**src/rtl/acc_alu_pkg.sv**
```systemverilog
package acc_alu_pkg;
  typedef enum logic [3:0] {
    FN_NOT  = 4'd0,
    FN_AND  = 4'd1,
    FN_OR   = 4'd2,
    FN_XOR  = 4'd3,
    FN_ADD  = 4'd4,
    FN_SUB  = 4'd5,
    FN_INC  = 4'd6,
    FN_DEC  = 4'd7,
    FN_PSA  = 4'd8,
    FN_PSB  = 4'd9,
    FN_ROL  = 4'd10,
    FN_ROR  = 4'd11
  } alu_fn_e;

  function automatic logic is_arith(input logic [3:0] op);
    return (op >= 4'd4) && (op <= 4'd7);
  endfunction
endpackage

```
**src/rtl/acc_alu_add_slice.sv**
```systemverilog
module acc_alu_add_slice #(
  parameter int SW = 4
) (
  input  logic [SW-1:0] x_i,
  input  logic [SW-1:0] y_i,
  input  logic          c_i,
  output logic [SW-1:0] s_o,
  output logic          c_o
);
  logic [SW:0] total;
  always_comb begin
    total = {1'b0, x_i} + {1'b0, y_i} + {{SW{1'b0}}, c_i};
    s_o   = total[SW-1:0];
    c_o   = total[SW];
  end
endmodule

```
**src/rtl/acc_alu_arith.sv**
```systemverilog
module acc_alu_arith
  import acc_alu_pkg::*;
#(
  parameter int W      = 8,
  parameter int SW     = 4,
  parameter bit SLICED = 1'b1
) (
  input  logic [W-1:0] a_i,
  input  logic [W-1:0] b_i,
  input  logic [3:0]   op_i,
  output logic [W-1:0] s_o,
  output logic         c_o
);
  localparam int NS = W / SW;

  logic [W-1:0] y_op;
  logic         c_in0;

  // Operand shaping: the subtract path adds ~B plus one, so a carry out of 1 means no borrow.
  always_comb begin
    y_op  = '0;
    c_in0 = 1'b0;
    case (op_i)
      FN_ADD: begin y_op = b_i;  c_in0 = 1'b0; end
      FN_SUB: begin y_op = ~b_i; c_in0 = 1'b1; end
      FN_INC: begin y_op = '0;   c_in0 = 1'b1; end
      FN_DEC: begin y_op = '1;   c_in0 = 1'b0; end
      default: begin y_op = '0;  c_in0 = 1'b0; end
    endcase
  end

  generate
    if (SLICED) begin : g_chain
      logic [NS:0] cc;
      assign cc[0] = c_in0;
      for (genvar k = 0; k < NS; k++) begin : g_sl
        acc_alu_add_slice #(.SW(SW)) u_sl (
          .x_i (a_i[k*SW +: SW]),
          .y_i (y_op[k*SW +: SW]),
          .c_i (cc[k]),
          .s_o (s_o[k*SW +: SW]),
          .c_o (cc[k+1])
        );
      end
      assign c_o = cc[NS];
    end else begin : g_flat
      acc_alu_add_slice #(.SW(W)) u_full (
        .x_i (a_i),
        .y_i (y_op),
        .c_i (c_in0),
        .s_o (s_o),
        .c_o (c_o)
      );
    end
  endgenerate

  // borrow sense of the chained result against a direct magnitude compare
  always_comb begin
    if (op_i == FN_SUB) begin
      a_sub_borrow_r3: assert (c_o == (a_i >= b_i))
        else $error("subtract carry does not match A>=B");
    end
    if (op_i == FN_DEC) begin
      a_dec_carry_r4: assert (c_o == (a_i != '0))
        else $error("decrement carry does not match A!=0");
    end
  end
endmodule

```
**src/rtl/acc_alu_logic.sv**
```systemverilog
module acc_alu_logic
  import acc_alu_pkg::*;
#(
  parameter int W = 8
) (
  input  logic [W-1:0] a_i,
  input  logic [W-1:0] b_i,
  input  logic         c_i,
  input  logic [3:0]   op_i,
  output logic [W-1:0] f_o,
  output logic         c_o
);
  always_comb begin
    f_o = '0;
    c_o = c_i;
    case (op_i)
      FN_NOT: f_o = ~a_i;
      FN_AND: f_o = a_i & b_i;
      FN_OR:  f_o = a_i | b_i;
      FN_XOR: f_o = a_i ^ b_i;
      FN_PSA: f_o = a_i;
      FN_PSB: f_o = b_i;
      FN_ROL: begin f_o = {a_i[W-2:0], c_i}; c_o = a_i[W-1]; end
      FN_ROR: begin f_o = {c_i, a_i[W-1:1]}; c_o = a_i[0];   end
      default: begin f_o = '0; c_o = c_i; end
    endcase
  end
endmodule

```
**src/rtl/acc_alu.sv**
```systemverilog
module acc_alu
  import acc_alu_pkg::*;
#(
  parameter int W      = 8,
  parameter int SW     = 4,
  parameter bit SLICED = 1'b1
) (
  input  logic [W-1:0] a_i,
  input  logic [W-1:0] b_i,
  input  logic         carry_i,
  input  logic [3:0]   op_i,
  output logic [W-1:0] f_o,
  output logic         carry_o,
  output logic         zero_o
);
  logic [W-1:0] ar_f, lg_f;
  logic         ar_c, lg_c;

  acc_alu_arith #(.W(W), .SW(SW), .SLICED(SLICED)) u_arith (
    .a_i (a_i), .b_i (b_i), .op_i (op_i), .s_o (ar_f), .c_o (ar_c)
  );

  acc_alu_logic #(.W(W)) u_logic (
    .a_i (a_i), .b_i (b_i), .c_i (carry_i), .op_i (op_i), .f_o (lg_f), .c_o (lg_c)
  );

  always_comb begin
    if (is_arith(op_i)) begin
      f_o     = ar_f;
      carry_o = ar_c;
    end else begin
      f_o     = lg_f;
      carry_o = lg_c;
    end
    zero_o = ~|f_o;
  end

  always_comb begin
    if (op_i >= 4'd12) begin
      a_reserved_r8: assert ((f_o == '0) && (carry_o == carry_i))
        else $error("reserved code changed result or carry");
    end
    if ((op_i <= 4'd3) || (op_i == 4'd8) || (op_i == 4'd9)) begin
      a_carry_hold_r9: assert (carry_o == carry_i)
        else $error("logic or pass code altered carry");
    end
    if (op_i == FN_ROL) begin
      a_rol_carry_r6: assert ((carry_o == a_i[W-1]) && (f_o[0] == carry_i))
        else $error("rotate left carry path wrong");
    end
    if (op_i == FN_ROR) begin
      a_ror_carry_r7: assert ((carry_o == a_i[0]) && (f_o[W-1] == carry_i))
        else $error("rotate right carry path wrong");
    end
    if (op_i == FN_ADD) begin
      a_add_sum_r2: assert ({carry_o, f_o} == ({1'b0, a_i} + {1'b0, b_i}))
        else $error("add result mismatch");
    end
    a_zero_flag_r10: assert (!(zero_o && (f_o != '0)))
      else $error("zero flag set with nonzero result");
  end
endmodule

```
**config.mk**
```make
export PLATFORM = sky130hd
export DESIGN_NAME = acc_alu
export DESIGN_NICKNAME = d
export VERILOG_FILES = /design/src/rtl/acc_alu_pkg.sv /design/src/rtl/acc_alu_add_slice.sv /design/src/rtl/acc_alu_arith.sv /design/src/rtl/acc_alu_logic.sv /design/src/rtl/acc_alu.sv
export SDC_FILE = /design/constraint.sdc
export NUM_CORES = 1
export LEC_CHECK = 0
export BUFFER_PORTS_ARGS = -buffer_cell sky130_fd_sc_hd__buf_4
export CAP_MARGIN = 20
export CORE_UTILIZATION = 25
export DETAILED_ROUTE_END_ITERATION = 8
export MAX_ROUTING_LAYER = met4
export PLACE_DENSITY_LB_ADDON = 0.2
export REMOVE_ABC_BUFFERS = 1
export SLEW_MARGIN = 20
export SYNTH_ARGS = -nofsm -noshare
export SYNTH_HDL_FRONTEND = slang
export SYNTH_SLANG_ARGS = --single-unit
```
**constraint.sdc**
```tcl
create_clock -name vclk -period 3.16
set_input_delay 0.158 -clock vclk [all_inputs]
set_output_delay 0.158 -clock vclk [all_outputs]
set_load 0.02 [all_outputs]
```
## After elaboration in Yosys (flattened, before gate mapping)

Cells that the tools add are included.

- Logic and storage cells: 33
- Output and inout bits: 10
- Register bits after elaboration: 0

- Multiplexer cells: 6
- Order comparisons: 2
- Bitwise gates (word level): 5
- Equal/unequal tests: 11
- Add/subtract/negate cells: 4
- Reductions and logical operators: 5

Operators with widths:

| cell | number |
|---|---|
| $pmux W8 S8 | 1 |
| $pmux W8 S3 | 1 |
| $eq A4 B3 Y1 const B | 4 |
| $eq A4 B4 Y1 const B | 4 |
| $not A8 Y8 | 2 |
| $add A4 B4 Y5 | 2 |
| $add A5 B1 Y5 | 2 |
| $and A8 B8 Y8 | 1 |
| $eq A4 B2 Y1 const B | 2 |
| $mux W8 | 1 |
| $or A8 B8 Y8 | 1 |
| $reduce_or A8 Y1 | 1 |
| $xor A8 B8 Y8 | 1 |
| $eq A4 B1 Y1 const B | 1 |
| $ge A4 B3 Y1 const B | 1 |
| $le A4 B3 Y1 const B | 1 |
| $logic_not A4 Y1 | 1 |
| $mux W1 | 2 |
| $pmux W1 S2 | 1 |
| $reduce_or A2 Y1 | 1 |
| $logic_and A1 B1 Y1 | 1 |
| $logic_not A1 Y1 | 1 |

## Logic depth before layout (Yosys ltp)

Gate-level depths: netlist of the first run.

- Word-level depth: 8
- Mapped depth: 19
- Depth with buffers taken out: 17

## Modules after synthesis

A second synthesis of the first run with hierarchy kept.

- Cell total of the unflattened synthesis: 187
- Area total of the unflattened synthesis: 1495.2 µm²

Modules (own cells, without submodules):

| module | area each (µm²) | cells each | times used |
|---|---|---|---|
| acc_alu_logic | 829.5 | 108 | 1 |
| acc_alu_add_slice | 143.9 | 16 | 2 |
| acc_alu | 195.2 | 18 | 1 |
| acc_alu_arith | 182.7 | 29 | 1 |

## Worst setup path after synthesis of the first run

No wires, ideal clock.

- Kind: input to output
- From: input port op_i[1]
- To: output port zero_o
- Stages on the path: 19
- Data arrival time: 3.895 ns
- Slack: -0.893 ns
- Buffers on the path: 3
- Cell sequence: buf_2 > buf_2 > buf_2 > or3_1 > a21oi_1 > fa_1 > inv_1 > fa_1 > nor2b_1 > o21ai_0 > nand2b_1 > fa_1 > inv_1 > fa_1 > xnor2_1 > a32oi_1 > o2111ai_1 > nand4b_1 > nor4_2

- Cells in the longest elaborated chain, start to end: 8
- Elaborated cells between the ends (all ways): 26
- Classes of those cells: 4 x add/sub; 2 x order compare; 11 x eq/ne; 4 x mux; 5 x reduce/logical

Ends and longest elaborated chain:

| what | line | text |
|---|---|---|
| from (decl) | acc_alu.sv:11 | `input logic [3:0] op_i,` |
| $eq A4 B3 Y1 (on tied branches) | n/a |  |
| $pmux W8 S3 / $reduce_or A2 Y1 (equally long branches) | n/a |  |
| $add A4 B4 Y5 / $mux W1 (equally long branches) | acc_alu_add_slice.sv:12, acc_alu_arith.sv:23 |  |
| $add A5 B1 Y5 (2 in series) | acc_alu_add_slice.sv:12 | `total = {1'b0, x_i} + {1'b0, y_i} + {{SW{1'b0}}, c_i};` |
| $mux W8 (*) | acc_alu.sv:28 | `if (is_arith(op_i)) begin` |
| net f_o[6] | acc_alu.sv:12 | `output logic [W-1:0] f_o,` |
| $reduce_or A8 Y1 (*) | acc_alu.sv:35 | `zero_o = ~\|f_o;` |
| $logic_not A1 Y1 (*) | acc_alu.sv:35 |  |
| to (decl) | acc_alu.sv:14 | `output logic zero_o` |

Mark *: on every way through the listed nets, which the timed path passes. The rest lies on a longest branch.

## Final worst setup path of the first run

- From: input port op_i[1]
- To: output port zero_o

- Cells in the longest elaborated chain, start to end: 8
- Elaborated cells between the ends (all ways): 26
- Classes of those cells: 4 x add/sub; 2 x order compare; 11 x eq/ne; 4 x mux; 5 x reduce/logical

Ends and longest elaborated chain:

| what | line |
|---|---|
| $eq A4 B3 Y1 (on tied branches) | n/a |
| $pmux W8 S3 / $reduce_or A2 Y1 (equally long branches) | n/a |
| $add A4 B4 Y5 / $mux W1 (equally long branches) | acc_alu_add_slice.sv:12, acc_alu_arith.sv:23 |
| $add A5 B1 Y5 (2 in series) | acc_alu_add_slice.sv:12 |
| $mux W8 (*) | acc_alu.sv:28 |
| $reduce_or A8 Y1 (*) | acc_alu.sv:35 |
| $logic_not A1 Y1 (*) | acc_alu.sv:35 |

Mark *: on every way between the ends. The rest lies on a longest branch, timed or not.

==> results of run 1 <==
==> area by class of cell <==
| class | count | area (sq um) | share of cell area, % |
|---|---|---|---|
| Multi-Input combinational cell | 178 | 1430 | 68.8 |
| Timing Repair Buffer | 60 | 473 | 22.7 |
| Tap cell | 75 | 93.8 | 4.51 |
| Inverter | 22 | 82.6 | 3.97 |
==> synthesized netlist by cell type (all sizes together), types with 4 or more instances <==
cell type	number
mux2i	13
nand3	9
inv	22
a21oi	13
nor2	11
xnor2	4
o21ai	13
or3	7
ha	22
nor3	4
fa	4
nor2b	10
buf	14
nand2b	13
nand4b	4
nand2	7
==> what timing repair did <==
item                                    4_1_cts  5_1_grt
cloned                                        0        0
pin swaps                                     6        5
buffers inserted                              2        2
resized for setup                            17        6
endpoints found under the setup margin        5        6
==> cell usage in the layout, fill, tap and decap left out, drive strengths merged, types with 4 or more instances in the layout <==
cell    netlist  layout
ha           22      22
nand2b       13      13
nor3          4       4
o21ai        13      13
nand3         9       9
buf          14      60
nor2b        10      10
inv          22      22
a21oi        13      13
fa            4       4
nand2         7       7
or3           7       7
nor2         11      11
mux2i        13      13
xnor2         4       4
nand4b        4       4
==> kinds of logic after synthesis <==
group,count (synthesis),share of synthesized area (%)
compound gates,51,21.5
xor+xnor,7,3.93
fa+ha+maj,26,22.8
buf+inv,39,11.4
mux,15,9.79
simple gates,79,30.6
==> worst max-delay path by stage <==
| stage | to | cells past startpoint |
|---|---|---|
| after floorplan | zero_o | 16 |
| after global placement | zero_o | 18 |
| after detailed placement | zero_o | 18 |
| after CTS | zero_o | 18 |
| after global routing | zero_o | 18 |
| final | zero_o | 18 |
==> routing by layer <==
| metal | wire length, um | track usage, % | share of wire [%] | vias to the layer above |
|---|---|---|---|---|
| li1 | - | - | - | 865 |
| met1 | 2320 | 21.2 | 49 | 782 |
| met2 | 2090 | 24.4 | 44 | 40 |
| met3 | 233 | 1.24 | 5.0 | 6 |
| met4 | 59 | 1.79 | 1.3 | 0 |
| met5 | 0 | - | 0 | - |
==> through the flow <==
stage / utilization [%] / hold WS [ns] / total power, mW
floorplan: - / 0.470 / 0.147
global placement: 33.6 / 0.839 / 0.296
detailed placement: 33.6 / 0.830 / 0.296
CTS: 34.3 / 0.831 / 0.308
global route: 34.9 / 0.880 / 0.345
finish: 34.9 / 0.845 / 0.312
==> power groups by stage <==
stage	clock, mW	sequential, mW	combinational (mW)
3_3_place_gp	0	0	0.296
5_1_grt	0	0	0.345
4_1_cts	0	0	0.308
3_5_place_dp	0	0	0.296
6_report	0	0	0.312
2_1_floorplan	0	0	0.147
==> flow_summary.toml, run 1 <==
[status]
run_status = "finished, violations left"
failed_checks = "setup timing"

[placement]
preCtsSetupSlack_ns = -0.451
last_weighted_congestion_value_of_the_routability_driven_placer = 0.786
detailedPlacementHpwl_um = 3670
buffer_ports.inserted = 31
placedInstanceArea_sq_um = 2000
placed_cells = 334

[worst_hold_path]
worst_hold_path.num_cells = 5
worstHoldEndpoint = "f_o[1]"
hold_class = "input port to output pin"
holdCritStartpoint = "a_i[0]"

[global_route]
antenna_found_initial = 0
first_global_vias = 1602
pin_count_of_the_biggest_net_entering_global_routing = 40
grt_pass1_wl_um = 7740
global_route.overflow_total = 0
groute.usage.overall_pct = 15.2

[setup_path]
worst-path-max-fanout = 2
worstSetupPathType = "input port to output pin"
cpLargestDelayFamily = "adder cells"
crit_slowest_cell = "sky130_fd_sc_hd__or3_4"
cp.arrival_ns = 3.26
setup.worst_path.start_class = "input port"
timing.critical_path.slowest_cell_delay_ns = 0.38
timing.critical_path.cells = "buf_6 > or3_4 > a21oi_4 > fa_2 > inv_2 > fa_2 > nor2b_1 > o21ai_1 > nand2b_1 > fa_2 > inv_2 > fa_2 > xnor2_1 > a32oi_1 > o2111ai_1 > nand4b_1 > nor4_2 > buf_4"
cp_num_buf_inv = 4
critical_path.endpoint_type = "output pin"
startpoint = "op_i[1]"
crit_path_frequent_cell = "sky130_fd_sc_hd__fa_2"
critical_path_required_ns = 3.00

[power]
p_int_mw = 0.149
power_frac_comb_pct = 100.0
power.static_leakage_nw = 0.979
clock_power_share_pct = 0
power.share.sequential_pct = 0
sw_frac_of_total_pct = 52.1
switchingPower_mw = 0.163
peakVddDrop_v = 0.0000746
power_density_nw_per_um2 = 150

[synth]
synth-seq-area-share_pct = 0
avg_synthesized_cell_area_sq_um = 7.18
netlist_cell_types = 51
yosys.area.top_type_share_pct = 17.7
post-synth-top-area-cell = "sky130_fd_sc_hd__ha_1"
synth.area.top_cells = "sky130_fd_sc_hd__ha_1 18%, sky130_fd_sc_hd__mux2i_1 8.3%, sky130_fd_sc_hd__inv_1 5.3%"
yosysWarnings = 0
synthCells = 217
syn_area_sq_um = 1560

[timing]
rsz0062_at_grt = "yes"
timing_worst_slew_pin_value_ns = 0.541
finalSetupViolations = 2
timing.final.crit_period_ns = 3.42
max_freq_ghz = 0.292
setup_total_negative_slack_ns = -0.266
finalCritPeriodShare_pct = 108
slew-limit-headroom_pct = 63.4
setup_ws_ns = -0.260
final_hold_viol_count = 0
finalMaxSlewViolations = 0

[drt]
final_antenna_net_count = 0
drc = 0
dr.first_iter.drc_count = 65
drt-vias-per-instance = 5.05
wirelength_um = 4710
routed_wire_length_per_instance_um = 14.0
num_vias = 1693
firstDrtPassIters = 4

[finish]
layout_area_overhead_pct = 33.5
stdcell_count = 335
final_nets = 309
cell_area_after_layout_sq_um = 2080
proportion_of_layout_cells_with_a_drive_suffix_above_1_pct = 30.4
storage_cell_area_sq_um = 0
flops_and_latches = 0
antenna_cells_inserted = 0
nFillCells = 650
n_clock_buffer = 0

[floorplan]
dieArea_sq_um = 6560
die_w_um = 81.0
boundaryPins = 31
floorplan.initialDensity_pct = 26.2
core_region_area_sq_um = 5960
dieHeight_um = 81.0
floorplan.rows = 28

[cts]
cts.hold.buffers_added = 0

[run]
max-cap-violations = 0
No activity file was read; power rests on OpenSTA's default activity.
==> inputs of run 2 (changes only) <==
--- a/config.mk
+++ b/config.mk
@@ -7,7 +7,9 @@
 export LEC_CHECK = 0
 export BUFFER_PORTS_ARGS = -buffer_cell sky130_fd_sc_hd__buf_4
 export CAP_MARGIN = 20
-export CORE_UTILIZATION = 25
+export CELL_PAD_IN_SITES_DETAIL_PLACEMENT = 1
+export CELL_PAD_IN_SITES_GLOBAL_PLACEMENT = 1
+export CORE_UTILIZATION = 38
 export DETAILED_ROUTE_END_ITERATION = 8
 export MAX_ROUTING_LAYER = met4
 export PLACE_DENSITY_LB_ADDON = 0.2
==> flow_summary.toml, run 2 (same netlist as run 1, synthesis figures left out) <==
[finish]
storage_cell_area_sq_um = 0
proportion_of_layout_cells_with_a_drive_suffix_above_1_pct = 28.6
cell_area_after_layout_sq_um = 1990
final_cell_mix = "46 x sky130_fd_sc_hd__buf_4, 22 x sky130_fd_sc_hd__ha_1, 19 x sky130_fd_sc_hd__inv_1"
most_frequent_standard_cell_in_the_layout_excluding_fill_and_tap_cells = "sky130_fd_sc_hd__buf_4"
antenna_cells_inserted = 0
n_clock_buffer = 0
stdcell_count = 300
layout_area_overhead_pct = 27.5
flops_and_latches = 0
final_nets = 301
nFillCells = 487

[placement]
placed_cells = 298
last_weighted_congestion_value_of_the_routability_driven_placer = 0.846
placedInstanceArea_sq_um = 1900
detailedPlacementHpwl_um = 3630
buffer_ports.inserted = 31

[power]
fin_total_pwr_mw = 0.302
power_density_nw_per_um2 = 152
peakVddDrop_v = 0.0000667
power.static_leakage_nw = 0.940

[global_route]
grt_pass1_wl_um = 7960
pin_count_of_the_biggest_net_entering_global_routing = 40
antenna_found_initial = 0
first_global_vias = 1687
groute.usage.overall_pct = 23.5
global_route.overflow_total = 0

[timing]
finalCritPeriodShare_pct = 110
finalMaxSlewViolations = 0
slew-limit-headroom_pct = 67.7
setup_ws_ns = -0.304
setup_total_negative_slack_ns = -0.340
max_freq_ghz = 0.289
final_hold_viol_count = 0
timing_worst_slew_pin_value_ns = 0.477
timing.final.crit_period_ns = 3.46
whs_ns = 0.830
rsz0062_at_grt = "yes"
finalSetupViolations = 3

[floorplan]
floorplan.initialDensity_pct = 41.0
die_w_um = 66.1
boundaryPins = 31
dieHeight_um = 66.1
floorplan.rows = 22
core_region_area_sq_um = 3800
dieArea_sq_um = 4360

[drt]
firstDrtPassIters = 4
dr.first_iter.drc_count = 76
num_vias = 1687
final_antenna_net_count = 0
drc = 0
routed_wire_length_per_instance_um = 15.5
wirelength_um = 4660
drt-vias-per-instance = 5.62

[setup_path]
cp.arrival_ns = 3.31
setup.worst_path.start_class = "input port"
startpoint = "op_i[1]"
crit_slowest_cell = "sky130_fd_sc_hd__or3_4"
worstSetupPathType = "input port to output pin"
critical_path.endpoint_type = "output pin"
crit_path_frequent_cell = "sky130_fd_sc_hd__fa_2"
worst-path-max-fanout = 2
timing.critical_path.cells = "buf_6 > or3_4 > a21oi_4 > fa_2 > inv_2 > fa_2 > nor2b_1 > o21ai_1 > nand2b_1 > fa_2 > inv_2 > fa_2 > xnor2_1 > a32oi_1 > o2111ai_1 > nand4b_1 > nor4_2 > buf_4"
timing.critical_path.slowest_cell_delay_ns = 0.38
cpLargestDelayFamily = "adder cells"
cp_num_buf_inv = 4
critical_path_required_ns = 3.00

[status]
run_status = "finished, violations left"
failed_checks = "setup timing"

[cts]
cts.hold.buffers_added = 0

[run]
max-cap-violations = 0

[worst_hold_path]
holdCritStartpoint = "a_i[2]"
hold_class = "input port to output pin"
run 2: worst paths after layout:
kind  cells past startpoint  endpoint
max                      18    zero_o
min                       4    f_o[3]
run 2: cell type report:
cell class / count / area (sq um) / area share, %
inverters: 22 / 82.6 / 4.15
multi-input cells: 178 / 1430 / 72.1
well taps: 48 / 60.1 / 3.02
repair buffers: 52 / 413 / 20.8
run 2: timing repair:
item | CTS | global route
resized for setup | 22 | 2
pin swaps | 6 | 5
gates cloned | 0 | 0
setup buffers | 3 | 2
setup endpoints to repair | 6 | 6
hold endpoints to repair | 0 | 0
run 2: power by group:
part | switching, mW | internal (mW)
clock | 0 | 0
sequential | 0 | 0
combinational | 0.161 | 0.141
total | 0.161 | 0.141
run 2: layer usage:
layer  track usage, %  share of wire [%]  vias to the layer above
met5                -                  0                        -
met4                0                  0                        0
met3            0.172                2.0                        0
met2             41.7                 48                       21
met1             31.7                 50                      825
li1                 -                  -                      841
run 2: through the flow:
stage               setup slack (ns)  utilization [%]
floorplan                     -0.435                -
global placement              -0.455             50.0
detailed placement            -0.529             50.0
CTS                           -0.397             52.0
global route                  -0.511             52.3
finish                        -0.304             52.3
